File: config.mk
export PLATFORM = sky130hd
export DESIGN_NAME = boot_serial_loader
export DESIGN_NICKNAME = d
export VERILOG_FILES = /design/src/rtl/bsl_pkg.sv /design/src/rtl/bsl_rx_sync.sv /design/src/rtl/bsl_baud_meter.sv /design/src/rtl/bsl_uart_tx.sv /design/src/rtl/bsl_uart_rx.sv /design/src/rtl/boot_serial_loader.sv
export SDC_FILE = /design/constraint.sdc
export NUM_CORES = 1
export LEC_CHECK = 0
export BUFFER_PORTS_ARGS = -buffer_cell sky130_fd_sc_hd__buf_2
export CAP_MARGIN = 20
export CORE_MARGIN = 2
export CORE_UTILIZATION = 57
export DETAILED_ROUTE_END_ITERATION = 7
export GPL_TIMING_DRIVEN = 0
export PLACE_DENSITY_LB_ADDON = 0.12
export SYNTH_ARGS = -nofsm -noshare
export SYNTH_HDL_FRONTEND = slang
export SYNTH_SLANG_ARGS = --single-unit
File: constraint.sdc
create_clock -name clk -period 3.7 [get_ports clk]
set_input_delay 0.185 -clock clk [delete_from_list [all_inputs] [get_ports clk]]
set_output_delay 0.185 -clock clk [all_outputs]
set_load 0.005 [all_outputs]
File: src/rtl/bsl_pkg.sv
package bsl_pkg;

  typedef enum logic [2:0] {
    ST_ARM,
    ST_OFF,
    ST_MEASURE,
    ST_IDENT,
    ST_LOAD,
    ST_DONE
  } seq_state_t;

  typedef enum logic [1:0] {
    RX_IDLE,
    RX_START,
    RX_DATA,
    RX_STOP
  } rx_state_t;

  // bits per serial character payload
  localparam int unsigned CHAR_BITS = 8;
  // low bits in the calibration byte: start bit plus eight zero data bits
  localparam int unsigned CAL_LOW_BITS = 9;

endpackage

File: src/rtl/bsl_rx_sync.sv
module bsl_rx_sync #(
  parameter int unsigned STAGES = 2
) (
  input  logic clk,
  input  logic rst_n,
  input  logic rx_in,
  output logic rx_s,
  output logic rx_fall,
  output logic rx_rise
);
  logic [STAGES-1:0] pipe;
  logic              prev;

  generate
    if (STAGES == 1) begin : g_one
      always_ff @(posedge clk or negedge rst_n) begin
        if (!rst_n) pipe <= '1;
        else        pipe <= rx_in;
      end
    end else begin : g_many
      always_ff @(posedge clk or negedge rst_n) begin
        if (!rst_n) pipe <= '1;
        else        pipe <= {pipe[STAGES-2:0], rx_in};
      end
    end
  endgenerate

  always_ff @(posedge clk or negedge rst_n) begin
    if (!rst_n) prev <= 1'b1;
    else        prev <= pipe[STAGES-1];
  end

  assign rx_s    = pipe[STAGES-1];
  assign rx_fall = prev & ~rx_s;
  assign rx_rise = ~prev & rx_s;

endmodule

File: src/rtl/bsl_baud_meter.sv
module bsl_baud_meter
  import bsl_pkg::*;
#(
  parameter int unsigned PER_W   = 16,
  parameter int unsigned MIN_PER = 4
) (
  input  logic             clk,
  input  logic             rst_n,
  input  logic             en,
  input  logic             rx_s,
  input  logic             rx_fall,
  input  logic             rx_rise,
  output logic             per_valid,
  output logic [PER_W-1:0] per
);
  localparam int unsigned SUB_W = $clog2(CAL_LOW_BITS);
  localparam logic [SUB_W-1:0] SUB_LAST = SUB_W'(CAL_LOW_BITS - 1);

  logic             busy;
  logic [SUB_W-1:0] sub;
  logic [PER_W-1:0] quo;

  // quotient of low-cycle count by nine, built up as the cycles pass
  always_ff @(posedge clk or negedge rst_n) begin
    if (!rst_n) begin
      busy      <= 1'b0;
      sub       <= '0;
      quo       <= '0;
      per_valid <= 1'b0;
      per       <= '0;
    end else begin
      per_valid <= 1'b0;
      if (!en) begin
        busy <= 1'b0;
      end else if (!busy) begin
        if (rx_fall) begin
          busy <= 1'b1;
          sub  <= SUB_W'(1);
          quo  <= '0;
        end
      end else if (rx_rise) begin
        busy <= 1'b0;
        if (quo >= PER_W'(MIN_PER)) begin
          per_valid <= 1'b1;
          per       <= quo;
        end
      end else if (!rx_s) begin
        if (sub == SUB_LAST) begin
          sub <= '0;
          if (quo != '1) quo <= quo + 1'b1;
        end else begin
          sub <= sub + 1'b1;
        end
      end
    end
  end

  AST_PER_FLOOR: assert property (@(posedge clk) disable iff (!rst_n)
    per_valid |-> (per >= PER_W'(MIN_PER)));

  AST_LOCK_AFTER_MEASURE: assert property (@(posedge clk) disable iff (!rst_n)
    per_valid |-> $past(busy));

endmodule

File: src/rtl/bsl_uart_tx.sv
module bsl_uart_tx
  import bsl_pkg::*;
#(
  parameter int unsigned PER_W = 16
) (
  input  logic                 clk,
  input  logic                 rst_n,
  input  logic                 start,
  input  logic [CHAR_BITS-1:0] data,
  input  logic [PER_W-1:0]     per,
  output logic                 txd,
  output logic                 busy,
  output logic                 fin
);
  localparam int unsigned BIT_W = $clog2(CHAR_BITS + 2);
  localparam logic [BIT_W-1:0] STOP_IDX = BIT_W'(CHAR_BITS + 1);

  logic [CHAR_BITS:0] shreg;
  logic [BIT_W-1:0]   bitn;
  logic [PER_W-1:0]   cnt;
  logic [PER_W-1:0]   per_q;

  always_ff @(posedge clk or negedge rst_n) begin
    if (!rst_n) begin
      txd   <= 1'b1;
      busy  <= 1'b0;
      fin   <= 1'b0;
      shreg <= '1;
      bitn  <= '0;
      cnt   <= '0;
      per_q <= '0;
    end else begin
      fin <= 1'b0;
      if (!busy) begin
        if (start) begin
          busy  <= 1'b1;
          txd   <= 1'b0;
          shreg <= {1'b1, data};
          bitn  <= '0;
          per_q <= per;
          cnt   <= per - 1'b1;
        end
      end else if (cnt == '0) begin
        if (bitn == STOP_IDX) begin
          busy <= 1'b0;
          fin  <= 1'b1;
        end else begin
          txd   <= shreg[0];
          shreg <= {1'b1, shreg[CHAR_BITS:1]};
          bitn  <= bitn + 1'b1;
          cnt   <= per_q - 1'b1;
        end
      end else begin
        cnt <= cnt - 1'b1;
      end
    end
  end

  AST_TX_IDLE_HIGH: assert property (@(posedge clk) disable iff (!rst_n)
    !busy |-> txd);

  AST_TX_START_LOW: assert property (@(posedge clk) disable iff (!rst_n)
    (start && !busy) |=> (busy && !txd));

endmodule

File: src/rtl/bsl_uart_rx.sv
module bsl_uart_rx
  import bsl_pkg::*;
#(
  parameter int unsigned PER_W = 16
) (
  input  logic                 clk,
  input  logic                 rst_n,
  input  logic                 en,
  input  logic                 rx_s,
  input  logic                 rx_fall,
  input  logic [PER_W-1:0]     per,
  output logic                 byte_stb,
  output logic [CHAR_BITS-1:0] byte_val,
  output logic                 stop_ok
);
  localparam int unsigned BIT_W = $clog2(CHAR_BITS);
  localparam logic [BIT_W-1:0] LAST_BIT = BIT_W'(CHAR_BITS - 1);

  rx_state_t          st;
  logic [PER_W-1:0]   cnt;
  logic [BIT_W-1:0]   bitn;
  logic [CHAR_BITS-1:0] shreg;

  always_ff @(posedge clk or negedge rst_n) begin
    if (!rst_n) begin
      st       <= RX_IDLE;
      cnt      <= '0;
      bitn     <= '0;
      shreg    <= '0;
      byte_stb <= 1'b0;
      byte_val <= '0;
      stop_ok  <= 1'b0;
    end else begin
      byte_stb <= 1'b0;
      if (!en) begin
        st <= RX_IDLE;
      end else begin
        unique case (st)
          RX_IDLE: begin
            if (rx_fall) begin
              st  <= RX_START;
              cnt <= (per >> 1) - 1'b1;
            end
          end
          RX_START: begin
            if (cnt == '0) begin
              if (!rx_s) begin
                st   <= RX_DATA;
                bitn <= '0;
                cnt  <= per - 1'b1;
              end else begin
                st <= RX_IDLE;
              end
            end else begin
              cnt <= cnt - 1'b1;
            end
          end
          RX_DATA: begin
            if (cnt == '0) begin
              shreg <= {rx_s, shreg[CHAR_BITS-1:1]};
              cnt   <= per - 1'b1;
              if (bitn == LAST_BIT) st <= RX_STOP;
              else                  bitn <= bitn + 1'b1;
            end else begin
              cnt <= cnt - 1'b1;
            end
          end
          RX_STOP: begin
            if (cnt == '0) begin
              byte_stb <= 1'b1;
              byte_val <= shreg;
              stop_ok  <= rx_s;
              st       <= RX_IDLE;
            end else begin
              cnt <= cnt - 1'b1;
            end
          end
          default: st <= RX_IDLE;
        endcase
      end
    end
  end

  AST_RX_OFF_IDLE: assert property (@(posedge clk) disable iff (!rst_n)
    !en |=> (st == RX_IDLE && !byte_stb));

endmodule

File: src/rtl/boot_serial_loader.sv
module boot_serial_loader
  import bsl_pkg::*;
#(
  parameter int unsigned PER_W         = 16,
  parameter int unsigned MIN_PER       = 4,
  parameter int unsigned PAYLOAD_BYTES = 32,
  parameter int unsigned SYNC_STAGES   = 2,
  localparam int unsigned ADDR_W       = $clog2(PAYLOAD_BYTES),
  localparam int unsigned CNT_W        = $clog2(PAYLOAD_BYTES + 1)
) (
  input  logic                 clk,
  input  logic                 rst_n,
  input  logic                 boot_strap_n,
  input  logic                 rxd,
  input  logic [CHAR_BITS-1:0] id_code,
  output logic                 txd,
  output logic                 tx_oe,
  output logic                 wr_valid,
  input  logic                 wr_ready,
  output logic [ADDR_W-1:0]    wr_addr,
  output logic [CHAR_BITS-1:0] wr_data,
  output logic                 done,
  output logic                 link_err
);
  localparam logic [ADDR_W-1:0] LAST_ADDR = ADDR_W'(PAYLOAD_BYTES - 1);
  localparam logic [CNT_W-1:0]  ALL_RCVD  = CNT_W'(PAYLOAD_BYTES);

  seq_state_t           state;
  logic                 boot_sel;
  logic                 rx_s, rx_fall, rx_rise;
  logic                 per_valid;
  logic [PER_W-1:0]     per_meas;
  logic [PER_W-1:0]     per_lock;
  logic                 tx_start, tx_busy, tx_fin;
  logic                 rx_en;
  logic                 byte_stb, stop_ok;
  logic [CHAR_BITS-1:0] byte_val;
  logic [CNT_W-1:0]     rcvd;
  logic                 hs, stall;

  // strap capture: follows the pin only while reset is asserted
  always_ff @(posedge clk) begin
    if (!rst_n) boot_sel <= ~boot_strap_n;
  end

  bsl_rx_sync #(.STAGES(SYNC_STAGES)) u_sync (
    .clk     (clk),
    .rst_n   (rst_n),
    .rx_in   (rxd),
    .rx_s    (rx_s),
    .rx_fall (rx_fall),
    .rx_rise (rx_rise)
  );

  bsl_baud_meter #(.PER_W(PER_W), .MIN_PER(MIN_PER)) u_meter (
    .clk       (clk),
    .rst_n     (rst_n),
    .en        (state == ST_MEASURE),
    .rx_s      (rx_s),
    .rx_fall   (rx_fall),
    .rx_rise   (rx_rise),
    .per_valid (per_valid),
    .per       (per_meas)
  );

  assign tx_start = (state == ST_MEASURE) && per_valid;

  bsl_uart_tx #(.PER_W(PER_W)) u_tx (
    .clk   (clk),
    .rst_n (rst_n),
    .start (tx_start),
    .data  (id_code),
    .per   (per_meas),
    .txd   (txd),
    .busy  (tx_busy),
    .fin   (tx_fin)
  );

  assign rx_en = (state == ST_LOAD) && (rcvd != ALL_RCVD);

  bsl_uart_rx #(.PER_W(PER_W)) u_rx (
    .clk      (clk),
    .rst_n    (rst_n),
    .en       (rx_en),
    .rx_s     (rx_s),
    .rx_fall  (rx_fall),
    .per      (per_lock),
    .byte_stb (byte_stb),
    .byte_val (byte_val),
    .stop_ok  (stop_ok)
  );

  assign tx_oe = (state == ST_IDENT) || (state == ST_LOAD) || (state == ST_DONE);
  assign hs    = wr_valid && wr_ready;
  assign stall = wr_valid && !wr_ready;

  // sequencer
  always_ff @(posedge clk or negedge rst_n) begin
    if (!rst_n) begin
      state    <= ST_ARM;
      per_lock <= '0;
    end else begin
      unique case (state)
        ST_ARM:     state <= boot_sel ? ST_MEASURE : ST_OFF;
        ST_OFF:     state <= ST_OFF;
        ST_MEASURE: if (per_valid) begin
                      state    <= ST_IDENT;
                      per_lock <= per_meas;
                    end
        ST_IDENT:   if (tx_fin) state <= ST_LOAD;
        ST_LOAD:    if (hs && wr_addr == LAST_ADDR) state <= ST_DONE;
        ST_DONE:    state <= ST_DONE;
        default:    state <= ST_OFF;
      endcase
    end
  end

  // write port and payload bookkeeping
  always_ff @(posedge clk or negedge rst_n) begin
    if (!rst_n) begin
      wr_valid <= 1'b0;
      wr_addr  <= '0;
      wr_data  <= '0;
      rcvd     <= '0;
      done     <= 1'b0;
      link_err <= 1'b0;
    end else begin
      done <= 1'b0;
      if (hs) begin
        wr_addr <= wr_addr + 1'b1;
        if (wr_addr == LAST_ADDR) done <= 1'b1;
      end
      if (byte_stb && !stall) begin
        wr_valid <= 1'b1;
        wr_data  <= byte_val;
        rcvd     <= rcvd + 1'b1;
      end else if (hs) begin
        wr_valid <= 1'b0;
      end
      if (byte_stb && (!stop_ok || stall)) link_err <= 1'b1;
    end
  end

  AST_QUIET_TX: assert property (@(posedge clk) disable iff (!rst_n)
    !tx_oe |-> txd);

  AST_OE_HOLD: assert property (@(posedge clk) disable iff (!rst_n)
    tx_oe |=> tx_oe);

  AST_RX_ONLY_LOAD: assert property (@(posedge clk) disable iff (!rst_n)
    byte_stb |-> (state == ST_LOAD));

  AST_WR_HOLD: assert property (@(posedge clk) disable iff (!rst_n)
    stall |=> (wr_valid && $stable(wr_data) && $stable(wr_addr)));

  AST_DONE_PULSE: assert property (@(posedge clk) disable iff (!rst_n)
    done |=> !done);

  AST_DONE_AFTER_LAST: assert property (@(posedge clk) disable iff (!rst_n)
    done |-> (wr_addr == '0 && state == ST_DONE));

  AST_ERR_STICKY: assert property (@(posedge clk) disable iff (!rst_n)
    link_err |=> link_err);

  AST_NO_WRITE_OFF: assert property (@(posedge clk) disable iff (!rst_n)
    (state == ST_OFF) |-> (!wr_valid && !tx_oe));

endmodule

==> results.txt, run 1 <==
Via count: 7092
Maxcap violations: 0
CP Launch Type: register
Vias/cell: 5.92
# clock sinks: 169
Area leader, netlist: dfrtp_1
Crit path kind: register to register
I/O pin total: 31
Final Non-Filler Cells: 1197
Placed cell count: 1162
CTS Root Cell: clkbuf_16
Post-synth top area share: 43.2%
Core Rows: 46
Die Ht: 130 µm
Drt first-iter violations: 483
CP Capture Type: register
Yosys warning total: 0
RSZ-0062 raised after global routing: false
Gr ovfl total: 0
Die W: 130 µm
#FFs+latches synth: 169
Die area: 16900 µm²
Slew @ Worst Pin: 0.858 ns
Max VDD drop: 349 µV
HPWL after detailed placement: 14300 µm
Drt drc: 0
Final instance area: 10100 µm²
Largest net degree at the start of global routing: 122
Syn nets: 950
CTS H-tree depth: 4
Initial antenna violation count: 0
Pre-antenna DRT Iters: 8
Synth Instances: 915
Final core area utilization: 64.5%
DR WL/cell: 17.1 µm
Clock transition at the registers of the reported paths: 0.07 ns
GPL Wtd Cong: 0.883
Fillers: 1325
Setup bufs post-CTS: 0
Mapped Avg Cell Area: 9.88 µm²
Final nets: 1003
Area grow syn2layout: 12.1%
CTS Buf Count: 17
Pwr Total: 3.80 mW
Pleak: 4.88 nW
Drt total wl: 20500 µm
Synth unique cells: 74
Slew HR: 42.4%
Count of input and output buffers: 30
Hold slack: 0.0430 ns
Initial Utilization: 57.5%
Vias in the first global route: 6736
Storage cell area: 4250 µm²
Sequential cell area fraction in the yosys report: 47.0%
Worst Hold Class: input port to register
Synth top area cells: dfrtp_1 43%, mux2_2 7.8%, nand2_1 4.8%, dfstp_2 3.5%, o21ai_0 3.5%
Multi-input logic area: 4430 µm²
Dpl cell area: 9500 µm²
Clock tree buffer depth: 2
Cell Pwr Density: 375 nW/µm²
CTS tree: built
Post-synth EDFFs: 1
Final hold vios: 0
Post-synth ARST share: 99.4%
Share of layout cells above drive strength 1: 17.3%
Post-route ant nets: 0
Arrival time worst endpoint: 3.39 ns
Max-slew violations: 0
Worst-Skew Late Latency: 0.44 ns
Final setup fails: 0
Clock skew: 0.0112 ns
Final min period: 3.03 ns
Outcome: complete, no violations
Crit path max fanout: 17
Worst EP required: 4.06 ns
Fin crit share: 82.0%
Core Area: 15700 µm²
Max Clk Rate: 0.330 GHz
Mapped cell area: 9040 µm²
Gr usage total: 25.8%
First-pass GRT wire length: 34300 µm
Inserted Diodes: 0
Main synth FF type: dfrtp_1
[stage by stage]
stage               setup TNS, ns  setup slack (ns)
floorplan                       0             0.751
global placement           -25.71            -0.185
detailed placement        -0.0516           -0.0432
CTS                             0             0.150
global route                    0             0.392
finish                          0             0.668
[final cells by class]
type | count | share of cell area (%)
plain buffers | 46 | 2.15
clock buffers | 17 | 4.20
clock inverters | 15 | 1.70
inverters | 37 | 1.37
multi-input cells | 662 | 43.7
flip-flops and latches | 169 | 41.9
well taps | 216 | 2.67
repair buffers | 35 | 2.25
[state kept, by name, summed over array words and instances (netlist names), 3 cells and up]
name / count
u_meter.sub: 4
u_tx.bitn: 4
u_tx.per_q: 16
u_tx.cnt: 16
u_rx.bitn: 3
u_tx.shreg: 8
wr_addr: 5
u_meter.per: 16
u_rx.byte_val: 8
rcvd: 6
u_meter.quo: 16
u_rx.cnt: 16
u_rx.shreg: 8
per_lock: 16
wr_data: 8
state: 3
[cell families after synthesis]
group / count (synthesis) / share of synthesized area, %
XOR/XNOR: 44 / 4.26
flip-flops: 169 / 47.0
AO/OA/AOI/OAI: 210 / 15.1
buffers and inverters: 84 / 3.96
AND/OR/NAND/NOR: 311 / 17.4
multiplexers: 75 / 9.18
adder cells (fa/ha/maj): 22 / 3.05
[path summary, 6_finish.rpt]
path                            depth (start not counted)                   endpoint                     start  slack (ns)
worst max-delay path                                   11   u_tx.cnt[12]$_DFFE_PN0P_       u_tx.busy$_DFF_PN0_        0.67
worst min-delay path                                    3  u_tx.shreg[3]$_DFFE_PN1P_                id_code[3]        0.04
worst max register to register                         11   u_tx.cnt[12]$_DFFE_PN0P_       u_tx.busy$_DFF_PN0_        0.67
worst min register to register                          0   u_sync.pipe[1]$_DFF_PN1_  u_sync.pipe[0]$_DFF_PN1_        0.36
max in group asynchronous                               3    u_tx.cnt[8]$_DFFE_PN0P_                     rst_n        2.52
min in group asynchronous                               2     wr_data[4]$_DFFE_PN0P_                     rst_n        0.25
[layout by cell type (no fill, tap or decap), types with 9 or more instances in the layout]
master,n
mux2i_1,12
xnor2_1,29
nand4_1,15
nand2_1,116
a31oi_1,20
mux2_2,63
or3_1,10
a22o_1,10
dfstp_2,12
buf_2,39
clkbuf_1,29
inv_1,37
nor4_1,15
ha_1,22
a21oi_1,46
o21ai_0,63
clkbuf_16,17
nand3_1,30
and3_1,9
nor3_1,19
o31ai_1,14
nor2_1,46
dfrtp_1,156
xor2_1,15
or4_1,9
[what timing repair did]
action,4_1_cts,5_1_grt
resized for setup,1,2
setup endpoints to repair,2,4
hold buffers,4,0
endpoints found under the hold margin,50,0
[metal layers]
layer	vias up	global-route usage, %	routed length, µm	part of all wire [%]
met5	-	0	0	0
li1	3408	-	-	-
met4	0	8.92	427	2.1
met1	3451	36.3	9520	46
met3	29	4.14	837	4.1
met2	204	41.1	9730	47
[worst max-delay path: stages, from the launching register on]
cell and delay (ns):
dfrtp_1 0.32, buf_4 0.24, clkbuf_2 0.32, clkbuf_2 0.33, nand2_1 0.12, nand2_1 0.08, ha_1 0.20, nand2_1 0.07
a31oi_1 0.32, nand4_1 0.35, or3_1 0.42, a31oi_1 0.17
[synthesized netlist by cell type, types with 20 or more instances]
cell,number
xnor2_1,29
nor2_1,46
inv_1,37
mux2_2,63
nand3_1,30
o21ai_0,63
dfrtp_1,156
a31oi_1,20
ha_1,22
nand2_1,116
clkbuf_1,32
a21oi_1,46
[where the power goes]
| group | internal [mW] | switching, mW |
|---|---|---|
| Clock | 0.969 | 0.847 |
| Combinational | 0.0337 | 0.0753 |
| Sequential | 1.86 | 0.0134 |
(Power assumes the default switching activity.)
==> inputs of run 2 (changes only) <==
--- a/config.mk
+++ b/config.mk
@@ -8,7 +8,7 @@
 export BUFFER_PORTS_ARGS = -buffer_cell sky130_fd_sc_hd__buf_2
 export CAP_MARGIN = 20
 export CORE_MARGIN = 2
-export CORE_UTILIZATION = 57
+export CORE_UTILIZATION = 56
 export DETAILED_ROUTE_END_ITERATION = 7
 export GPL_TIMING_DRIVEN = 0
 export PLACE_DENSITY_LB_ADDON = 0.12
==> constraint.sdc (replaced) <==
create_clock -name clk -period 2.5 [get_ports clk]
set_input_delay 0.125 -clock clk [delete_from_list [all_inputs] [get_ports clk]]
set_output_delay 0.125 -clock clk [all_outputs]
set_load 0.005 [all_outputs]
==> run 2 against run 1 <==
Compared with the run above:
- setup slack got worse by 0.66 ns
- sequential power up 49%
- non-clock buffer count grew 23
- register-to-register slack got worse by 0.66 ns
- cell count increased by 1.9%
- hold slack got worse by 0.035 ns
- design area grew 4.7%
- maximum frequency increased by 22%
- global-route usage is 0.60 points lower
- clock power increased by 38%
- die area rose by 1.7%
==> results.txt, run 2 (same netlist as run 1, synthesis figures left out) <==
Outcome: complete, no violations
CTS Buf Count: 17
Drt total wl: 21000 µm
Drt drc: 0
Pwr Total: 5.47 mW
Clock skew: 0.00758 ns
Final min period: 2.50 ns
Crit-path slowest cell: or3_1
Core Rows: 46
Maxcap violations: 0
Top Family by Delay on Critical Path: simple AND/OR/NAND/NOR gates
Crit path max fanout: 10
Die W: 131 µm
Slew HR: 58.8%
Count of input and output buffers: 30
Pre-antenna DRT Iters: 5
Die area: 17200 µm²
Clock transition at the registers of the reported paths: 0.07 ns
Multi-input logic area: 4660 µm²
# clock sinks: 169
Worst Path Buf+Inv: 3
CTS Root Cell: clkbuf_16
Slew @ Worst Pin: 0.618 ns
CTS tree: built
Area grow syn2layout: 17.4%
Max-slew violations: 0
Share of layout cells above drive strength 1: 22.5%
Post-route ant nets: 0
Cell Pwr Density: 515 nW/µm²
Inserted Diodes: 0
CTS H-tree depth: 4
Fillers: 1251
First-pass GRT wire length: 33900 µm
Final nets: 1026
I/O pin total: 31
CP Capture Type: register
Arrival time worst endpoint: 2.83 ns
Die Ht: 131 µm
Max VDD drop: 403 µV
Commonest non-fill, non-tap cell in the layout: dfrtp_1
Max incr delay on CP: 0.48 ns
CP Launch Type: register
Gr ovfl total: 0
Fin crit share: 99.8%
Core Area: 15800 µm²
Pleak: 5.05 nW
CP Cell Sequence: or3_1, and3b_1, buf_2, nand2_1, o22ai_4, buf_4, clkbuf_4, nand2_1, o31ai_2
Gr usage total: 25.2%
Vias/cell: 5.95
HPWL after detailed placement: 14100 µm
Worst EP required: 2.83 ns
Initial Utilization: 57.1%
Commonest non-fill, non-tap cells in the layout: 153 x dfrtp_1, 113 x nand2_1, 63 x mux2_2
Top cell by count, worst path: nand2_1
Via count: 7264
Final setup fails: 0
Worst-Skew Late Latency: 0.43 ns
Crit path kind: register to register
DR WL/cell: 17.2 µm
Worst Hold Class: input port to register
Storage cell area: 4250 µm²
Largest net degree at the start of global routing: 90
Hold slack: 0.00773 ns
Max Clk Rate: 0.401 GHz
GPL Wtd Cong: 0.888
Initial antenna violation count: 0
Clock tree buffer depth: 2
Vias in the first global route: 6663
RSZ-0062 raised after global routing: true
Final hold vios: 0
Drt first-iter violations: 616
## run 2: cell types whose count changed in the layout (fill, tap and decap cells not counted), sizes merged
cell	delta
buf	+22
clkbuf	-4
inv	-8
dlygate4sd3	+7
clkinv	+4
clkinvlp	+2
## run 2: repair_timing
action                                  4_1_cts  5_1_grt
hold buffers                                 11        0
hold endpoints to repair                     86        0
setup buffers                                 4       17
resized for setup                            18       47
endpoints found under the setup margin       27       70
pin swaps                                     1       19
## run 2: stage by stage
step	util [%]	setup slack [ns]	TNS, ns	cells	area (µm²)
5_1_grt	67.0	-0.102	-0.309	1220	10600
4_1_cts	65.1	-0.0260	-0.0260	1207	10300
2_1_floorplan	-	0.0253	0	915	9060
3_5_place_dp	60.1	-0.503	-5.02	1162	9510
3_3_place_gp	59.9	-1.33	-214.80	1161	9480
6_report	67.0	0.00442	0	1220	10600
## run 2: final timing paths
| check | from | to | slack, ns | cells after the start |
|---|---|---|---|---|
| worst min-delay path | id_code[5] | u_tx.shreg[5]$_DFFE_PN1P_ | 0.008 | 3 |
| max in group asynchronous | rst_n | u_tx.shreg[5]$_DFFE_PN1P_ | 1.38 | 3 |
| worst min register to register | u_sync.pipe[0]$_DFF_PN1_ | u_sync.pipe[1]$_DFF_PN1_ | 0.36 | 0 |
| min in group asynchronous | rst_n | wr_data[3]$_DFFE_PN0P_ | 0.27 | 2 |
| worst max register to register | u_tx.cnt[1]$_DFFE_PN0P_ | u_tx.cnt[14]$_DFFE_PN0P_ | 0.004 | 9 |
| worst max-delay path | u_tx.cnt[1]$_DFFE_PN0P_ | u_tx.cnt[14]$_DFFE_PN0P_ | 0.004 | 9 |
## run 2: layout make-up
class	instances	area share [%]
clock buffers	19	4.18
clock inverters	13	1.13
repair buffers	62	4.29
inverters	37	1.31
flip-flops and latches	169	40.1
well taps	216	2.55
plain buffers	42	2.51
multi-input cells	662	43.9
## run 2: worst register-to-register path, delay by kind of cell, from the launching register on
family                 cells  cell delay, ns
buffers and inverters      3            0.63
AOI/OAI and AO/OA          2            0.34
and+or+nand+nor            4            0.99
DFF                        1            0.43
## run 2: report_power, final
group	switching (mW)	internal, mW	leakage (nW)	total, mW
clock	1.11	1.40	0.275	2.51
sequential	0.0210	2.76	2.29	2.78
combinational	0.116	0.0621	2.49	0.178
## run 2: layer usage
metal / vias up / track usage (%) / routed length (µm)
li1: 3475 / - / -
met1: 3534 / 36.3 / 9890
met2: 217 / 39.3 / 9670
met3: 38 / 4.36 / 963
met4: 0 / 7.76 / 430
met5: - / 0 / 0
==> inputs of run 3 (changes only) <==
==> constraint.sdc (replaced) <==
create_clock -name clk -period 2.26 [get_ports clk]
set_input_delay 0.113 -clock clk [delete_from_list [all_inputs] [get_ports clk]]
set_output_delay 0.113 -clock clk [all_outputs]
set_load 0.005 [all_outputs]
==> run 3 against run 2 <==
Compared with the run above:
- the flow now finishes with violations (negative setup slack)
- wire length rose by 10%
- global-route usage rose by 1.4 points
- setup slack got worse by 0.13 ns
- power rose by 17%
- non-clock buffer count rose by 42
- cell count rose by 3.5%
- via count rose by 4.7%
- clock skew rose by 0.0021 ns
==> results.txt, run 3 (same netlist as run 1, synthesis figures left out) <==
Vias in the first global route: 7097
Drt drc: 0
Cell Pwr Density: 554 nW/µm²
Hold slack: 0.00891 ns
Crit-path slowest cell: or4_4
GPL Wtd Cong: 0.873
Die area: 17200 µm²
Final hold vios: 0
First-pass GRT wire length: 35600 µm
Fin crit share: 105%
Worst Path Buf+Inv: 2
Final min period: 2.38 ns
Inserted Diodes: 0
HPWL after detailed placement: 14100 µm
Setup TNS: -1.60 ns
Share of layout cells above drive strength 1: 32.4%
Arrival time worst endpoint: 2.71 ns
Clock transition at the registers of the reported paths: 0.07 ns
Slew @ Worst Pin: 0.634 ns
Gr ovfl total: 0
Outcome: complete, but fails checks
Dpl ws: -0.522 ns
Worst-Skew Late Latency: 0.44 ns
# clock sinks: 169
CTS tree: built
Min-delay src: id_code[4]
Via count: 7606
I/O pin total: 31
Vias/cell: 6.02
Gr usage total: 26.6%
Max incr delay on CP: 0.58 ns
Max-slew violations: 0
Max VDD drop: 542 µV
DR WL/cell: 18.3 µm
Area grow syn2layout: 27.2%
CP Capture Type: register
Fillers: 1088
Maxcap violations: 0
Worst r2r path cells: 8
Slew HR: 57.7%
Pre-antenna DRT Iters: 6
Worst Hold Class: input port to register
Placed cell count: 1162
Worst r2r dst: u_rx.cnt[3]$_DFFE_PN0P_
Drt total wl: 23100 µm
Reg2reg start: u_rx.cnt[8]$_DFFE_PN0P_
Clock skew: 0.00971 ns
Final worst slack: -0.124 ns
Max Clk Rate: 0.419 GHz
Largest net degree at the start of global routing: 118
Reg-to-reg setup timing slack: -0.12 ns
Top Family by Delay on Critical Path: simple AND/OR/NAND/NOR gates
Post-route ant nets: 0
Hold Crit Endpoint: u_tx.shreg[4]$_DFFE_PN1P_
Final nets: 1069
Commonest non-fill, non-tap cells in the layout: 147 x dfrtp_1, 110 x nand2_1, 63 x mux2_2
Crit path max fanout: 6
CTS H-tree depth: 4
CTS Buf Count: 17
Drt first-iter violations: 675
Worst hold path depth: 3
Final core area utilization: 72.6%
Clock tree buffer depth: 2
Core Area: 15800 µm²
Final setup fails: 35
Initial antenna violation count: 1
Count of input and output buffers: 30
Crit path kind: register to register
Die W: 131 µm
Initial Utilization: 57.1%
Pleak: 5.40 nW
CTS Root Cell: clkbuf_16
Worst path depth: 8
Commonest non-fill, non-tap cell in the layout: dfrtp_1
Worst EP required: 2.58 ns
Die Ht: 131 µm
Violated checks: negative setup slack
CP Launch Type: register
CP Cell Sequence: or4_4, nor3b_4, buf_6, nand2_8, o211ai_4, clkbuf_16, a21oi_2, a22o_1
Final Non-Filler Cells: 1263
RSZ-0062 raised after global routing: true
Core Rows: 46
-- run 3: changes by cell type in the layout (fill, tap and decap cells not counted), moves of 9 or more --
cell and change:
o21ai_1 +9, buf_6 +9, o21ai_0 -12, a21oi_2 +11, buf_4 +39, a21oi_1 -13
-- run 3: worst max path at each step --
stage	to	slack [ns]	start
CTS	u_tx.cnt[12]$_DFFE_PN0P_	-0.10	u_tx.busy$_DFF_PN0_
detailed placement	u_tx.cnt[8]$_DFFE_PN0P_	-0.52	u_tx.cnt[5]$_DFFE_PN0P_
global route	u_tx.cnt[8]$_DFFE_PN0P_	-0.24	u_tx.cnt[5]$_DFFE_PN0P_
floorplan	u_tx.cnt[12]$_DFFE_PN0P_	-0.04	u_tx.busy$_DFF_PN0_
finish	u_rx.cnt[3]$_DFFE_PN0P_	-0.12	u_rx.cnt[8]$_DFFE_PN0P_
global placement	u_tx.per_q[8]$_DFFE_PN0P_	-1.58	rst_n
-- run 3: what timing repair did --
action,CTS,global route
setup buffers,38,23
hold buffers,11,0
gates cloned,1,4
resized for setup,69,101
setup endpoints to repair,96,89
pin swaps,31,41
endpoints found under the hold margin,61,0
-- run 3: layout make-up --
cell class	count	area, µm²	area share, %
multi-input combinational	663	5050	43.9
sequential	169	4260	37.1
timing repair buffer	107	852	7.41
clock buffer	18	439	3.82
buffer	39	314	2.73
tap	216	270	2.35
clock inverter	14	178	1.55
inverter	37	139	1.21
-- run 3: through the flow --
stage	instance area, µm²	power [mW]
2_1_floorplan	9150	3.20
3_3_place_gp	9570	3.29
3_5_place_dp	9600	3.30
4_1_cts	10900	6.37
5_1_grt	11500	6.58
6_report	11500	6.37
-- run 3: power by group --
| group | total (mW) | leakage, nW | switching [mW] | internal [mW] |
|---|---|---|---|---|
| Sequential | 3.07 | 2.28 | 0.0233 | 3.05 |
| Combinational | 0.220 | 2.82 | 0.141 | 0.0786 |
| Clock | 3.08 | 0.297 | 1.37 | 1.71 |
| Total | 6.37 | 5.40 | 1.53 | 4.84 |
-- run 3: tightest hold or removal path: cells and delay by family --
| family | cells | cell delay (ns) |
|---|---|---|
| AOI/OAI and AO/OA | 1 | 0.10 |
| buffers and inverters | 1 | 0.10 |
| muxes | 1 | 0.12 |
-- run 3: per-layer routing --
layer / share of wire, % / vias up / GRT usage (%)
met1: 43 / 3721 / 36.5
met4: 3.2 / 0 / 9.70
met3: 5.0 / 66 / 5.46
met5: 0 / - / 0
li1: - / 3563 / -
met2: 48 / 256 / 42.3
